`src/rtl/usb_in_ep_pkg.sv`:
```
package usb_in_ep_pkg;
  typedef enum logic [1:0] {
    EP_IDLE     = 2'd0,
    EP_NAK_WAIT = 2'd1,
    EP_DATA_WAIT = 2'd2
  } ep_state_e;
endpackage

```
`src/rtl/usb_in_ep_buf.sv`:
```
module usb_in_ep_buf #(
  parameter int MAX_BYTES = 64,
  parameter int DATA_W    = 8,
  localparam int LEN_W    = $clog2(MAX_BYTES + 1),
  localparam int PTR_W    = (MAX_BYTES > 1) ? $clog2(MAX_BYTES) : 1
) (
  input  logic              clk_i,
  input  logic              rst_ni,
  input  logic              wr_i,
  input  logic [DATA_W-1:0] wr_data_i,
  input  logic              commit_i,
  input  logic              release_i,
  input  logic              clr_i,
  input  logic              dma_en_i,
  input  logic              err_clr_i,
  input  logic              start_i,
  input  logic              rd_i,
  output logic              committed_o,
  output logic [LEN_W-1:0]  len_o,
  output logic [DATA_W-1:0] rd_data_o,
  output logic              wr_err_o
);
  logic [DATA_W-1:0] mem_q [MAX_BYTES];
  logic [LEN_W-1:0]  count_q;
  logic [PTR_W-1:0]  rd_ptr_q;
  logic              committed_q, err_q;
  logic              full, clr_ok, wr_ok;

  assign full   = (count_q == LEN_W'(MAX_BYTES));
  assign clr_ok = clr_i && !dma_en_i;
  assign wr_ok  = wr_i && !committed_q && !full;

  always_ff @(posedge clk_i) begin
    if (wr_ok) mem_q[count_q[PTR_W-1:0]] <= wr_data_i;
  end

  always_ff @(posedge clk_i or negedge rst_ni) begin
    if (!rst_ni) begin
      count_q     <= '0;
      committed_q <= 1'b0;
    end else if (release_i || clr_ok) begin
      count_q     <= '0;
      committed_q <= 1'b0;
    end else begin
      if (wr_ok)    count_q     <= count_q + 1'b1;
      if (commit_i) committed_q <= 1'b1;
    end
  end

  // blocked write: buffer committed and not yet released
  always_ff @(posedge clk_i or negedge rst_ni) begin
    if (!rst_ni)                        err_q <= 1'b0;
    else if (wr_i && committed_q)       err_q <= 1'b1;
    else if (err_clr_i)                 err_q <= 1'b0;
  end

  always_ff @(posedge clk_i or negedge rst_ni) begin
    if (!rst_ni)      rd_ptr_q <= '0;
    else if (start_i) rd_ptr_q <= '0;
    else if (rd_i)    rd_ptr_q <= rd_ptr_q + 1'b1;
  end

  assign committed_o = committed_q;
  assign len_o       = count_q;
  assign rd_data_o   = mem_q[rd_ptr_q];
  assign wr_err_o    = err_q;

  AST_WR_BLOCKED: assert property (@(posedge clk_i) disable iff (!rst_ni)
    (wr_i && committed_q && !release_i && !clr_ok) |=> ($stable(count_q) && err_q));

  AST_CLR_IGNORED_DMA: assert property (@(posedge clk_i) disable iff (!rst_ni)
    (clr_i && dma_en_i && !release_i && committed_q) |=> $stable(committed_q));

  AST_NO_OVERFLOW: assert property (@(posedge clk_i) disable iff (!rst_ni)
    count_q <= LEN_W'(MAX_BYTES));
endmodule

```
`src/rtl/usb_in_ep_fsm.sv`:
```
module usb_in_ep_fsm
  import usb_in_ep_pkg::*;
(
  input  logic clk_i,
  input  logic rst_ni,
  input  logic in_token_i,
  input  logic hs_done_i,
  input  logic host_ack_i,
  input  logic ack_timeout_i,
  input  logic committed_i,
  output logic send_nak_o,
  output logic send_data_o,
  output logic start_o,
  output logic nak_done_o,
  output logic release_o
);
  ep_state_e state_q;
  logic      nak_q, data_q;

  always_ff @(posedge clk_i or negedge rst_ni) begin
    if (!rst_ni) begin
      state_q <= EP_IDLE;
      nak_q   <= 1'b0;
      data_q  <= 1'b0;
    end else begin
      nak_q  <= 1'b0;
      data_q <= 1'b0;
      unique case (state_q)
        EP_IDLE: if (in_token_i) begin
          if (committed_i) begin
            data_q  <= 1'b1;
            state_q <= EP_DATA_WAIT;
          end else begin
            nak_q   <= 1'b1;
            state_q <= EP_NAK_WAIT;
          end
        end
        EP_NAK_WAIT:  if (hs_done_i) state_q <= EP_IDLE;
        EP_DATA_WAIT: if (host_ack_i || ack_timeout_i) state_q <= EP_IDLE;
        default: state_q <= EP_IDLE;
      endcase
    end
  end

  assign send_nak_o  = nak_q;
  assign send_data_o = data_q;
  assign start_o     = (state_q == EP_IDLE) && in_token_i && committed_i;
  assign nak_done_o  = (state_q == EP_NAK_WAIT) && hs_done_i;
  assign release_o   = (state_q == EP_DATA_WAIT) && host_ack_i;

  AST_NAK_WHEN_EMPTY: assert property (@(posedge clk_i) disable iff (!rst_ni)
    (state_q == EP_IDLE && in_token_i && !committed_i) |=> (send_nak_o && !send_data_o));

  AST_ONE_REPLY: assert property (@(posedge clk_i) disable iff (!rst_ni)
    !(send_nak_o && send_data_o));

  AST_TIMEOUT_NO_RELEASE: assert property (@(posedge clk_i) disable iff (!rst_ni)
    (state_q == EP_DATA_WAIT && ack_timeout_i && !host_ack_i) |-> !release_o);
endmodule

```
`src/rtl/usb_in_ep_irq.sv`:
```
module usb_in_ep_irq (
  input  logic clk_i,
  input  logic rst_ni,
  input  logic set_i,
  input  logic clr_i,
  input  logic en_i,
  output logic flag_o,
  output logic irq_o
);
  logic flag_q, irq_q;

  // set beats a same-cycle clear
  always_ff @(posedge clk_i or negedge rst_ni) begin
    if (!rst_ni)    flag_q <= 1'b0;
    else if (set_i) flag_q <= 1'b1;
    else if (clr_i) flag_q <= 1'b0;
  end

  always_ff @(posedge clk_i or negedge rst_ni) begin
    if (!rst_ni) irq_q <= 1'b0;
    else         irq_q <= flag_q && en_i;
  end

  assign flag_o = flag_q;
  assign irq_o  = irq_q;

  AST_FLAG_AFTER_HS: assert property (@(posedge clk_i) disable iff (!rst_ni)
    $rose(flag_q) |-> $past(set_i));

  AST_SET_WINS: assert property (@(posedge clk_i) disable iff (!rst_ni)
    (set_i && clr_i) |=> flag_q);

  AST_IRQ_GATED: assert property (@(posedge clk_i) disable iff (!rst_ni)
    irq_o |-> $past(flag_q && en_i));
endmodule

```
`src/rtl/usb_in_ep_ctrl.sv`:
```
module usb_in_ep_ctrl #(
  parameter int MAX_BYTES = 64,
  parameter int DATA_W    = 8,
  localparam int LEN_W    = $clog2(MAX_BYTES + 1)
) (
  input  logic              clk_i,
  input  logic              rst_ni,
  input  logic              in_token_i,
  input  logic              hs_done_i,
  input  logic              host_ack_i,
  input  logic              ack_timeout_i,
  output logic              send_nak_o,
  output logic              send_data_o,
  output logic [LEN_W-1:0]  data_len_o,
  input  logic              rd_en_i,
  output logic [DATA_W-1:0] rd_data_o,
  input  logic              wr_byte_i,
  input  logic [DATA_W-1:0] wr_data_i,
  input  logic              pkt_en_i,
  input  logic              flag_clr_i,
  input  logic              irq_en_i,
  input  logic              err_clr_i,
  input  logic              buf_clr_i,
  input  logic              dma_en_i,
  output logic              flag_o,
  output logic              irq_o,
  output logic              wr_err_o
);
  logic committed, start, nak_done, release_pkt;

  usb_in_ep_fsm u_fsm (
    .clk_i, .rst_ni, .in_token_i, .hs_done_i, .host_ack_i, .ack_timeout_i,
    .committed_i (committed),
    .send_nak_o, .send_data_o,
    .start_o     (start),
    .nak_done_o  (nak_done),
    .release_o   (release_pkt)
  );

  usb_in_ep_buf #(.MAX_BYTES(MAX_BYTES), .DATA_W(DATA_W)) u_buf (
    .clk_i, .rst_ni,
    .wr_i        (wr_byte_i),
    .wr_data_i,
    .commit_i    (pkt_en_i),
    .release_i   (release_pkt),
    .clr_i       (buf_clr_i),
    .dma_en_i,
    .err_clr_i,
    .start_i     (start),
    .rd_i        (rd_en_i),
    .committed_o (committed),
    .len_o       (data_len_o),
    .rd_data_o,
    .wr_err_o
  );

  usb_in_ep_irq u_irq (
    .clk_i, .rst_ni,
    .set_i  (nak_done),
    .clr_i  (flag_clr_i),
    .en_i   (irq_en_i),
    .flag_o,
    .irq_o
  );

  AST_PKT_RELEASED: assert property (@(posedge clk_i) disable iff (!rst_ni)
    release_pkt |=> (data_len_o == '0));
endmodule

```
`config.mk`:
```
export PLATFORM = sky130hd
export DESIGN_NAME = usb_in_ep_ctrl
export DESIGN_NICKNAME = d
export VERILOG_FILES = /design/src/rtl/usb_in_ep_pkg.sv /design/src/rtl/usb_in_ep_buf.sv /design/src/rtl/usb_in_ep_fsm.sv /design/src/rtl/usb_in_ep_irq.sv /design/src/rtl/usb_in_ep_ctrl.sv
export SDC_FILE = /design/constraint.sdc
export NUM_CORES = 1
export LEC_CHECK = 0
export BUFFER_PORTS_ARGS = -buffer_cell sky130_fd_sc_hd__buf_4
export CORE_MARGIN = 4
export CORE_UTILIZATION = 30
export CTS_CLUSTER_SIZE = 40
export DETAILED_ROUTE_END_ITERATION = 7
export GPL_TIMING_DRIVEN = 0
export PLACE_DENSITY = 0.46
export REMOVE_ABC_BUFFERS = 1
export SLEW_MARGIN = 30
export SYNTH_ARGS = -nofsm -noshare
export SYNTH_HDL_FRONTEND = slang
export SYNTH_SLANG_ARGS = --single-unit
```
`constraint.sdc`:
```
create_clock -name clk_i -period 2.85 [get_ports clk_i]
set_input_delay 0 -clock clk_i [delete_from_list [all_inputs] [get_ports clk_i]]
set_output_delay 0 -clock clk_i [all_outputs]
set_load 0.02 [all_outputs]
```
Yosys cells after proc, flatten, opt, wreduce, memory -nomap -nowiden
Memories as Yosys holds them, arrays and structs flattened.
Cells that the tools add are included.
Widths: inputs -> output; s select.
- reduce and logical (&&, ||, !) cells: 21
- multiplexer cells: 23
- eq/ne operators: 6
- add/sub/neg operators: 2
- operators with widths (kind ; count):
    $mux 1 ; 14
    $mux 7 ; 2
    $mux 6 ; 2
    $reduce_bool 2->1 ; 5
    $logic_and 1x1->1 ; 9
    $mux 2 ; 4
    $add 7x1->7 const B ; 1
    $eq 7x7->1 const B ; 1
    $add 6x1->6 const B ; 1
    $pmux 2 s3 ; 1
    $ne 2x2->1 const B ; 2
    $logic_not 1->1 ; 3
    $reduce_and 3->1 ; 1
    $eq 2x1->1 const B ; 1
    $eq 2x2->1 const B ; 1
    $logic_not 2->1 ; 1
    $logic_or 1x1->1 ; 2
    $ne 2x1->1 const B ; 1
- register bits: 21
- output and inout bits: 20
- memories: 1
- input bits: 22
- memory bits (writable): 512
- logic and storage cells: 62
- memory list (name ; words ; width ; rd ports ; clocked after memory_dff ; write ports ; line ; RTL):
    u_buf.mem_q ; 64 ; 8 ; 1 ; 0 ; 1 ; usb_in_ep_buf.sv:23 ; logic [DATA_W-1:0] mem_q [MAX_BYTES];

Logic depth before layout (Yosys ltp)
- depth in word-level cells: 5
- depth in mapped cells: 8

Hierarchy
A second synthesis with hierarchy kept.
- cells, all modules: 1070
- area, all modules: 21116.5 um^2
- by module, submodules not included (module ; sequential area each (um^2) ; area each (um^2) ; instances ; cells each):
    usb_in_ep_buf ; 15750.1 ; 20858.8 ; 1 ; 1051
    usb_in_ep_fsm ; 100.1 ; 190.2 ; 1 ; 14
    usb_in_ep_irq ; 50.0 ; 67.6 ; 1 ; 5

Least setup slack after synthesis
Ideal clock, no wire load.
- kind: register -> register
- start point: reg u_buf.count_q[3] (netlist: u_buf.len_o[3])
- end point: mem u_buf.mem_q[59][0], enable pin
- library setup time: 0.371 ns
- slack: 0.488 ns
- clock period less this slack: 2.362 ns
- stages on the path, launching flop included: 8
- arrival time: 1.992 ns
- path buffers: 2
- data required time: 2.479 ns
- path through: dfrtp_1 > buf_2 > or3_1 > buf_2 > nor2_1 > nor4b_2 > nand3_1 > nor2_1
- longest elaborated chain between the ends: 5
- RTL lines (element ; line ; RTL):
    from (decl) ; usb_in_ep_buf.sv:24 ; logic [LEN_W-1:0] count_q;
    from (signal assigned) ; usb_in_ep_buf.sv:45 ; if (wr_ok) count_q <= count_q + 1'b1;
    $eq 7x7->1 ; usb_in_ep_buf.sv:29 ; assign full = (count_q == LEN_W'(MAX_BYTES));
    $logic_not 1->1 ; usb_in_ep_buf.sv:31 ; assign wr_ok = wr_i && !committed_q && !full;
    $logic_and 1x1->1 ; usb_in_ep_buf.sv:31 ;
    $mux 1 ; usb_in_ep_buf.sv:34 ; if (wr_ok) mem_q[count_q[PTR_W-1:0]] <= wr_data_i;
    $mux 1 (implied by the code) ; usb_in_ep_buf.sv:34 ;
    to (decl) ; usb_in_ep_buf.sv:23 ;
Several ways; a longest one is shown, not always the timed one.

Worst setup path in the final report
- start point: reg u_buf.rd_ptr_q[0]
- end point: out rd_data_o[4]
- longest elaborated chain between the ends: 1
- RTL lines (element ; line ; RTL):
    from (decl) ; usb_in_ep_buf.sv:25 ; logic [PTR_W-1:0] rd_ptr_q;
    from (signal assigned) ; usb_in_ep_buf.sv:60 ; else if (rd_i) rd_ptr_q <= rd_ptr_q + 1'b1;
    $mem_v2 64x8 ; -- ;
    to (decl) ; usb_in_ep_ctrl.sv:16 ; output logic [DATA_W-1:0] rd_data_o,
No other way between the ends.

==> flow_metrics.env <==
export IMPL_status="complete, but fails checks"
export IMPL_syn2layout_area_growth_pct=23.7
export IMPL_die_area_sq_um=74200
export IMPL_core_sq_um=68900
export IMPL_routabilityCongestion=0.742
export IMPL_die_h_um=272
export IMPL_layout_drive_gt1_share_pct=30.1
export IMPL_fin_ws_ps=-118
export IMPL_power_density_nw_per_um2=916
export IMPL_grt_overflow_total=0
export IMPL_nFillCells=6378
export IMPL_worst_endpoint_required_ps=2850
export IMPL_drv_cap=0
export IMPL_cp_cell_sequence="buf_16 -> buf_16 -> mux2i_1 -> a221oi_2 -> o21ai_1 -> a22oi_2 -> a21o_1 -> buf_6"
export IMPL_grt_pass1_wl_um=77900
export IMPL_netlist_top_cell_by_area="edfxtp_1"
export IMPL_std_cell_rows=96
export IMPL_cpPeakStageDelay_ps=550
export IMPL_crit_slowest_cell="dfrtp_4"
export IMPL_yosysWarnings=0
export IMPL_finalMaxSlewViolations=0
export IMPL_clkSinkCount=533
export IMPL_cts_root_buf="clkbuf_16"
export IMPL_grt_util_met3_pct=2.26
export IMPL_syn_cell_area_sq_um=21000
export IMPL_synthArstFlopShare_pct=3.94
export IMPL_whs_ps=-21.3
export IMPL_finalSetupViolCount=8
export IMPL_cp_max_fo=12
export IMPL_final_nets=1252
export IMPL_n_antenna_cell=0
export IMPL_pin_count=42
export IMPL_grtUsageMet1_pct=20.3
export IMPL_grt_max_degree=65
export IMPL_critical_path_startpoint="u_buf.rd_ptr_q[0]"
export IMPL_drc=0
export IMPL_cts_buffers=55
export IMPL_grt_use_met2_pct=23.5
export IMPL_avgSynthCellArea_sq_um=19.0
export IMPL_drt_wl_total_um=53600
export IMPL_clk_pin_slew_worst_paths_ps=60
export IMPL_reg2reg_slack_ps=180
export IMPL_path_delay_family="compound AO/OA/AOI/OAI gates"
export IMPL_cts_buffer_depth=3
export IMPL_yosys_most_used_dff="edfxtp_1"
export IMPL_r2r_start="u_buf.len_o[3]"
export IMPL_worst_slew_pin_slew_ps=932
export IMPL_track_usage_pct=14.3
export IMPL_min_path_type="input pin to flip-flop"
export IMPL_first_iter_violations=998
export IMPL_detailedPlacementHpwl_um=29900
export IMPL_clock_fmax_mhz=337
export IMPL_hold_viol=16
export IMPL_dp_cells=2021
export IMPL_timing_final_crit_share_pct=104
export IMPL_ys_seq_elements=533
export IMPL_routed_via_density=4.86
export IMPL_die_w_um=272
export IMPL_final_common_cell="edfxtp_1"
export IMPL_critPathCapture="rd_data_o[4]"
export IMPL_clk_latency_ps=600
export IMPL_reg2reg_to="u_buf.mem_q[35][2]"
export IMPL_path_depth=8
export IMPL_failed_checks="negative hold slack, negative setup slack"
export IMPL_final_util_pct=37.6
export IMPL_io_buffer_count=41
export IMPL_dr_pass1_iters=5
export IMPL_arrival_ps=2970
export IMPL_cp_start_kind="flip-flop"
export IMPL_synth_area_leaders="edfxtp_1 (73%), mux4_2 (7.1%), mux2i_1 (6.1%), dfrtp_1 (2.5%), a221oi_1 (1.5%)"
export IMPL_max_vdd_ir_drop_mv=0.473
export IMPL_first_global_vias=11000
export IMPL_final_cell_mix="edfxtp_1 (512), mux2i_1 (127), mux4_2 (66)"
export IMPL_final_setup_skew_ps=15.7
export IMPL_worst_path_buf_inv=3
export IMPL_synth_top_cell_area_share_pct=73.3
export IMPL_initial_core_util_pct=30.4
export IMPL_setup_tns_ps=-607
export IMPL_busiest_layer="met2"
export IMPL_vias=10700
export IMPL_antenna_found_initial=0
export IMPL_slew_headroom_pct=37.7
export IMPL_tritoncts="built"
export IMPL_p_leak_nw=8.35
export IMPL_htree_num_levels=2
export IMPL_critical_path_class="flip-flop to primary output"
export IMPL_path_common_cell="buf_16"
export IMPL_synth_edf_count=512
export IMPL_period_minus_slack_ps=2970
export IMPL_end_kind="primary output"
export IMPL_instances_no_fill=2197
export IMPL_postRouteAntennaNets=0
export IMPL_synth_cell_types=42
export IMPL_worst_r2r_cell_count=6
export IMPL_yosysSeqAreaShare_pct=75.9
export IMPL_routedWlPerCell_um=24.4
export IMPL_synthCells=1104
export IMPL_post_place_ws_ps=-699
export IMPL_rsz0062_at_grt="yes"
[Yosys cell counts (2+ instances only)]
| cell | n |
|---|---|
| xor2_1 | 5 |
| ha_1 | 3 |
| nand3b_1 | 5 |
| mux2i_1 | 128 |
| inv_1 | 8 |
| or3_1 | 4 |
| buf_2 | 13 |
| dfrtp_1 | 21 |
| buf_4 | 5 |
| nor2b_1 | 2 |
| nor2_1 | 86 |
| a22oi_1 | 7 |
| a221oi_1 | 37 |
| buf_12 | 6 |
| or3b_2 | 2 |
| xnor2_1 | 3 |
| clkbuf_1 | 30 |
| o22ai_1 | 18 |
| o21ai_0 | 25 |
| nand3_1 | 7 |
| and2_1 | 3 |
| a21oi_1 | 20 |
| nand2_1 | 15 |
| edfxtp_1 | 512 |
| buf_1 | 2 |
| buf_8 | 2 |
| o221ai_1 | 16 |
| buf_6 | 7 |
| mux4_2 | 66 |
| o21ai_1 | 13 |
| a211oi_1 | 16 |
| a21o_1 | 7 |
[sequential cells by signal (all words and copies together), names as in the netlist]
register,flops
u_buf.mem_q,512
u_buf.len_o,7
u_buf.rd_ptr_q,6
u_fsm.state_q,2
u_buf.committed_o,1
u_buf.wr_err_o,1
u_fsm.send_data_o,1
u_fsm.send_nak_o,1
u_irq.flag_o,1
u_irq.irq_o,1
[timing repair]
item	4_1_cts	5_1_grt
hold buffers	27	0
gates resized for setup	199	19
endpoints found under the hold margin	154	0
pin swaps	28	12
cloned	8	1
setup buffers	31	13
setup endpoints to repair	313	328
[worst min path at each step]
stage / startpoint / slack (ps) / depth (start not counted) / endpoint
2_1_floorplan: rst_ni / -300 / 0 / u_buf.committed_o
3_3_place_gp: rst_ni / -90 / 1 / u_buf.wr_err_o
3_5_place_dp: rst_ni / -90 / 1 / u_buf.wr_err_o
4_1_cts: wr_data_i[7] / 10 / 1 / u_buf.mem_q[12][7]
5_1_grt: wr_data_i[2] / 6 / 1 / u_buf.mem_q[45][2]
6_report: wr_data_i[2] / -20 / 1 / u_buf.mem_q[45][2]
[metrics by stage]
stage | total power, W | hold WS [ps] | area, sq um
6_report | 0.0238 | -21.3 | 25900
5_1_grt | 0.0247 | 6.44 | 25900
4_1_cts | 0.0237 | 12.6 | 25700
3_5_place_dp | 0.0147 | -86.3 | 22300
3_3_place_gp | 0.0131 | -91.8 | 22000
2_1_floorplan | 0.0116 | -296 | 20500
[routing by layer]
metal | vias to the layer above | share of wire, % | wire, um
met5 | - | 0 | 0
met4 | 0 | 1.6 | 837
met3 | 54 | 4.8 | 2550
met2 | 231 | 48 | 25900
met1 | 5648 | 45 | 24300
li1 | 4749 | - | -
[cells by family after synthesis]
| family | after synthesis | synth area share [%] |
|---|---|---|
| muxes | 194 | 13.2 |
| and+or+nand+nor | 130 | 2.76 |
| AOI/OAI and AO/OA | 161 | 5.34 |
| DFF | 533 | 75.9 |
| xor gates and xnor gates | 8 | 0.334 |
| buffers and inverters | 75 | 2.34 |
| adders and majority gates | 3 | 0.179 |
[layout make-up]
type	count	area [sq um]	area share (%)
multi-input combinational	497	5450	21.0
sequential	533	15900	61.4
clock buffer	79	1580	6.09
inverter	9	37.5	0.145
timing repair buffer	131	1620	6.25
clock inverter	17	156	0.603
tap	931	1160	4.49
[power by group]
group,internal [W],switching [W]
clock network,0.00408,0.00291
registers,0.00871,0.000229
logic,0.00378,0.00405
total,0.0166,0.00719
(Power assumes the default switching activity.)
